--- src/rtl/seq_pkg.sv ---
package seq_pkg;
  localparam int unsigned CODE_W = 3;
  typedef logic [CODE_W-1:0] code_t;

  localparam code_t S0 = 3'b000;
  localparam code_t S1 = 3'b010;
  localparam code_t S2 = 3'b011;
  localparam code_t S3 = 3'b101;
  localparam code_t S4 = 3'b110;
  localparam code_t U0 = 3'b001;
  localparam code_t U1 = 3'b100;
  localparam code_t U2 = 3'b111;
endpackage

--- src/rtl/seq_next.sv ---
module seq_next
  import seq_pkg::*;
(
  input  code_t cur_i,
  output code_t nxt_o
);
  // Full table: every unused code has a defined exit onto the ring
  always_comb begin
    unique case (cur_i)
      S0:      nxt_o = S1;
      S1:      nxt_o = S2;
      S2:      nxt_o = S3;
      S3:      nxt_o = S4;
      S4:      nxt_o = S0;
      U0:      nxt_o = S1;
      U1:      nxt_o = S0;
      U2:      nxt_o = S0;
      default: nxt_o = S0;
    endcase
  end
endmodule

--- src/rtl/seq_valid.sv ---
module seq_valid
  import seq_pkg::*;
(
  input  code_t cur_i,
  output logic  valid_o
);
  always_comb begin
    unique case (cur_i)
      S0, S1, S2, S3, S4: valid_o = 1'b1;
      default:            valid_o = 1'b0;
    endcase
  end
endmodule

--- src/rtl/seq_reg.sv ---
module seq_reg
  import seq_pkg::*;
(
  input  logic  clk_i,
  input  logic  rst_ni,
  input  logic  cnt_en_i,
  input  logic  load_i,
  input  code_t load_code_i,
  input  code_t nxt_i,
  output code_t q_o
);
  always_ff @(posedge clk_i or negedge rst_ni) begin
    if (!rst_ni)       q_o <= S0;
    else if (load_i)   q_o <= load_code_i;
    else if (cnt_en_i) q_o <= nxt_i;
  end

  p_hold_r3: assert property (@(posedge clk_i) disable iff (!rst_ni)
    (!load_i && !cnt_en_i) |=> $stable(q_o));

  p_load_r8: assert property (@(posedge clk_i) disable iff (!rst_ni)
    load_i |=> (q_o == $past(load_code_i)));

  p_code100_r5: assert property (@(posedge clk_i) disable iff (!rst_ni)
    (!load_i && cnt_en_i && q_o == U1) |=> (q_o == S0));
endmodule

--- src/rtl/seq_counter.sv ---
module seq_counter
  import seq_pkg::*;
(
  input  logic              clk_i,
  input  logic              rst_ni,
  input  logic              cnt_en_i,
  input  logic              load_i,
  input  logic [CODE_W-1:0] load_code_i,
  output logic [CODE_W-1:0] state_o,
  output logic              valid_o
);
  code_t cur, nxt;

  seq_next u_next (
    .cur_i (cur),
    .nxt_o (nxt)
  );

  seq_reg u_reg (
    .clk_i       (clk_i),
    .rst_ni      (rst_ni),
    .cnt_en_i    (cnt_en_i),
    .load_i      (load_i),
    .load_code_i (load_code_i),
    .nxt_i       (nxt),
    .q_o         (cur)
  );

  seq_valid u_valid (
    .cur_i   (cur),
    .valid_o (valid_o)
  );

  assign state_o = cur;

  p_recover_r9: assert property (@(posedge clk_i) disable iff (!rst_ni)
    (cnt_en_i && !load_i && !valid_o) |=> valid_o);

  p_advance_r2: assert property (@(posedge clk_i) disable iff (!rst_ni)
    (cnt_en_i && !load_i && valid_o) |=> (valid_o && state_o != $past(state_o)));
endmodule

--- config.mk ---
export PLATFORM = sky130hd
export DESIGN_NAME = seq_counter
export DESIGN_NICKNAME = d
export VERILOG_FILES = /design/src/rtl/seq_pkg.sv /design/src/rtl/seq_next.sv /design/src/rtl/seq_valid.sv /design/src/rtl/seq_reg.sv /design/src/rtl/seq_counter.sv
export SDC_FILE = /design/constraint.sdc
export NUM_CORES = 1
export LEC_CHECK = 0
export ABC_AREA = 0
export CORE_AREA = 2 2 39 41
export CTS_CLUSTER_DIAMETER = 30
export DETAILED_ROUTE_END_ITERATION = 10
export DIE_AREA = 0 0 41 43
export GPL_TIMING_DRIVEN = 0
export RECOVER_POWER = 50
export SLEW_MARGIN = 10
export SYNTH_ARGS = -nofsm -noshare
export SYNTH_HDL_FRONTEND = slang
export SYNTH_SLANG_ARGS = --single-unit
export TNS_END_PERCENT = 100
--- constraint.sdc ---
create_clock -name clk_i -period 1.3 [get_ports clk_i]
set_input_delay 0.195 -clock clk_i [delete_from_list [all_inputs] [get_ports clk_i]]
set_output_delay 0.195 -clock clk_i [all_outputs]
set_load 0.005 [all_outputs]
==> parameters.txt <==
Parameter                              Value

Global routing
  Pin count of the biggest net entering global routing ... 7
  Via count of the first global-routing pass ... 214
  Antenna violations before repair ... 0
  Residual overflow from global routing ... 0
  Wire length of the first global-routing pass ... 890 um
  All-Layer GR Usage ... 0.0854

Routing
  WL final ... 523 um
  Number of routed nets with antenna violations ... 0
  Detailed-route via count ... 215
  Detailed Routing Iterations Pass 1 ... 2
  DRC marker count from the first detailed-route iteration ... 3
  Remaining DRCs ... 0
  Average detailed-routed wire length per instance ... 9.69 um
  Routed via count divided by cell count ... 3.98

Power and ir drop
  P_leak ... 0.000163 uW
  Cell-internal power ... 293 uW
  Worst ir drop on vdd ... 0.442 mV
  Pwr per Cell Area ... 1090 nW/um^2
  Net switching power ... 106 uW
  Sw Ratio ... 0.267
  Clock network fraction of design power ... 0.414
  Proportion of power drawn by flip-flops and latches ... 0.295
  Part of the power in combinational logic ... 0.291

Floorplanning
  Vertical extent of the die ... 43 um
  Die boundary width ... 41 um
  Number of top-level pins ... 11
  Area inside the core boundary ... 1380 sq um
  Number of rows created at floorplan ... 14
  Initial Utilization ... 0.139
  DIE AREA ... 1760 sq um

Clocking
  TritonCTS clock tree ... built
  Cts hold-fix bufs ... 0
  Clk pin slew, worst setup/hold paths ... 0.04 ns
  Insertion delay to the later sink of the worst-skew pair ... 0.23 ns
  Number of buffers created by CTS ... 3
  Clock Tree Buf Depth ... 2
  Buffer type at the clock tree root ... sky130_fd_sc_hd__clkbuf_4
  Clock sinks ... 3
  H-tree level count ... 1

Timing
  Relative slew slack ... 0.876
  Final setup viols ... 0
  Final Hold Fails ... 0
  Fin Setup TNS ... 0 ns
  Pins Over Slew Limit ... 0
  Worst Tran Pin Value ... 0.186 ns
  Final critical-path share of the clock period ... 0.962
  Fmax ... 799 MHz
  RSZ-0062 raised after global routing ... false
  Final critical delay including setup and external delays ... 1.25 ns
  Clock tree skew after final layout ... 0.00189 ns

Synthesis
  Count of flip-flops with a built-in enable after synthesis ... 0
  Most used standard cells in the synthesized netlist ... sky130_fd_sc_hd__dfrtp_1, sky130_fd_sc_hd__inv_1, sky130_fd_sc_hd__nand2_1, sky130_fd_sc_hd__nand2b_1
  Summed instance area of the synthesized netlist ... 193 sq um
  Total nets after synthesis ... 28
  Post-synthesis register bit count ... 3
  Top flip-flop cell by instance count after synthesis ... sky130_fd_sc_hd__dfrtp_1
  Largest area contributor in the synthesized netlist ... sky130_fd_sc_hd__dfrtp_1
  Top cells by area, synth ... sky130_fd_sc_hd__dfrtp_1, sky130_fd_sc_hd__nand2b_1, sky130_fd_sc_hd__mux2i_1
  Mean area per synthesized cell ... 9.18 sq um
  Cell with the most instances after synthesis ... sky130_fd_sc_hd__dfrtp_1
  Cell variety after synth ... 16
  Ys Warns ... 0
  Portion of synthesized cell area occupied by the leading cell type ... 0.390
  Cell count after synthesis ... 21
  Async set or reset register ratio after synthesis ... 1.00
  Proportion of synthesized chip area in sequential cells ... 0.390

Job
  Max_cap viols ... 0

Cells and area
  Layout cell share with drive strength beyond 1 ... 0.316
  Fillcell total ... 160
  Combined area of the multi-input logic cells ... 118 sq um
  Register area ... 77.6 sq um
  Diodes inserted ... 0
  Final net count ... 46
  Registers with the most flip-flops ... u_reg.q_o: 3 flops
  Area growth, synth to finish ... 90.3%
  Post-route cell area ... 367 sq um
  Largest Register ... u_reg.q_o
  Max reg flops ... 3

Critical path
  Crit path kind ... flip-flop to output pin
  Cells along the critical path ... buf_4 -> dlygate4sd2_1
  Worst setup SP type ... flip-flop
  Worst setup EP type ... output pin
  Crit path largest cell delay ... 0.41 ns
  Required arrival time at the worst endpoint ... 1.11 ns
  Worst R2R Setup Slack ... 0.12 ns
  Reg2Reg Capture Point ... u_reg.q_o[2]
  Reg-to-reg critical path startpoint ... u_reg.q_o[1]
  Worst Path Max Fanout ... 5
  Worst reg-to-reg path cell count ... 4
  Cell at the slowest stage of the critical path ... sky130_fd_sc_hd__dfrtp_2
  Critical path arrival ... 1.06 ns

Placement
  Area after detailed placement ... 313 sq um
  Count of input and output buffers ... 10
  RePlAce Congestion ... 0.624

Hold path
  Hold crit path type ... input port to async pin

Status
  Status ... finished clean
through the flow:
| step | hold slack (ns) | power [uW] | instances | worst slack [ns] | util |
|---|---|---|---|---|---|
| after CTS | 0.138 | 409 | 54 | -0.0861 | 0.263 |
| after global placement | 0.388 | 223 | 47 | -0.180 | 0.226 |
| after detailed placement | 0.394 | 225 | 47 | -0.186 | 0.226 |
| final | 0.211 | 399 | 54 | 0.0488 | 0.265 |
| after global routing | 0.220 | 434 | 54 | 0.000741 | 0.265 |
| after floorplan | -0.101 | 161 | 21 | 0.273 | - |
placed cells by master (no fill, tap or decap):
cell,synthesis,final
sky130_fd_sc_hd__o22a_1,1,1
sky130_fd_sc_hd__nand2b_1,2,2
sky130_fd_sc_hd__a31oi_1,1,1
sky130_fd_sc_hd__dfrtp_2,0,2
sky130_fd_sc_hd__clkbuf_1,0,1
sky130_fd_sc_hd__dlygate4sd2_1,0,3
sky130_fd_sc_hd__inv_1,2,2
sky130_fd_sc_hd__buf_4,0,2
sky130_fd_sc_hd__a21oi_2,0,1
sky130_fd_sc_hd__clkdlybuf4s50_1,0,5
sky130_fd_sc_hd__xor2_1,1,1
sky130_fd_sc_hd__nor2b_2,1,1
sky130_fd_sc_hd__o21ai_0,1,2
sky130_fd_sc_hd__a21boi_0,1,1
sky130_fd_sc_hd__nand2_1,2,2
sky130_fd_sc_hd__a2bb2oi_1,1,1
sky130_fd_sc_hd__and3_4,0,1
sky130_fd_sc_hd__mux2i_1,1,1
sky130_fd_sc_hd__a31o_1,1,1
sky130_fd_sc_hd__dfrtp_1,3,1
sky130_fd_sc_hd__buf_6,0,1
sky130_fd_sc_hd__buf_2,0,1
sky130_fd_sc_hd__clkbuf_4,0,3
sky130_fd_sc_hd__dlygate4sd3_1,0,1
worst max-delay path: cells and delay by family, from the launching register on:
family | cells | cell delay, ns
DFF | 1 | 0.41
buffers and inverters | 2 | 0.41
kinds of logic after synthesis:
kind of cell    after synthesis  share of synthesized area
simple gates                  6                      0.188
xor+xnor                      1                     0.0455
compound gates                8                      0.286
flops                         3                      0.390
buf+inv                       2                     0.0390
mux                           1                     0.0520
cell type report:
class	instances	area share
multi-input combinational	16	0.321
timing repair buffer	13	0.321
sequential	3	0.212
clock buffer	4	0.0717
tap	16	0.0546
inverter	2	0.0205
power by group through the flow:
stage	clock network [uW]	logic (uW)	registers, uW
after floorplan	0	40.6	121
after global placement	0	100	123
after detailed placement	0	101	124
after CTS	176	116	117
after global routing	183	131	120
final	165	116	118
routing by layer:
layer	vias to the layer above	wire length, um	share of wire	global-route usage
li1	108	-	-	-
met1	97	209	0.40	0.0806
met2	10	258	0.49	0.113
met3	0	55	0.11	0.0785
met4	0	0	0	0.0600
met5	-	0	0	0
repair_timing:
action                                  CTS  global route
endpoints found under the hold margin     0             0
setup buffers                             3             0
endpoints found under the setup margin    4             1
resized for setup                         8             4
how the worst max path moves through the flow:
stage | startpoint | end | depth (start not counted)
floorplan | u_reg.q_o[1] | u_reg.q_o[2] | 3
global placement | u_reg.q_o[0] | valid_o | 3
detailed placement | u_reg.q_o[0] | valid_o | 3
CTS | u_reg.q_o[0] | valid_o | 3
global route | u_reg.q_o[2] | valid_o | 3
finish | u_reg.q_o[2] | state_o[2] | 2
No activity file was read; power rests on OpenSTA's default activity.
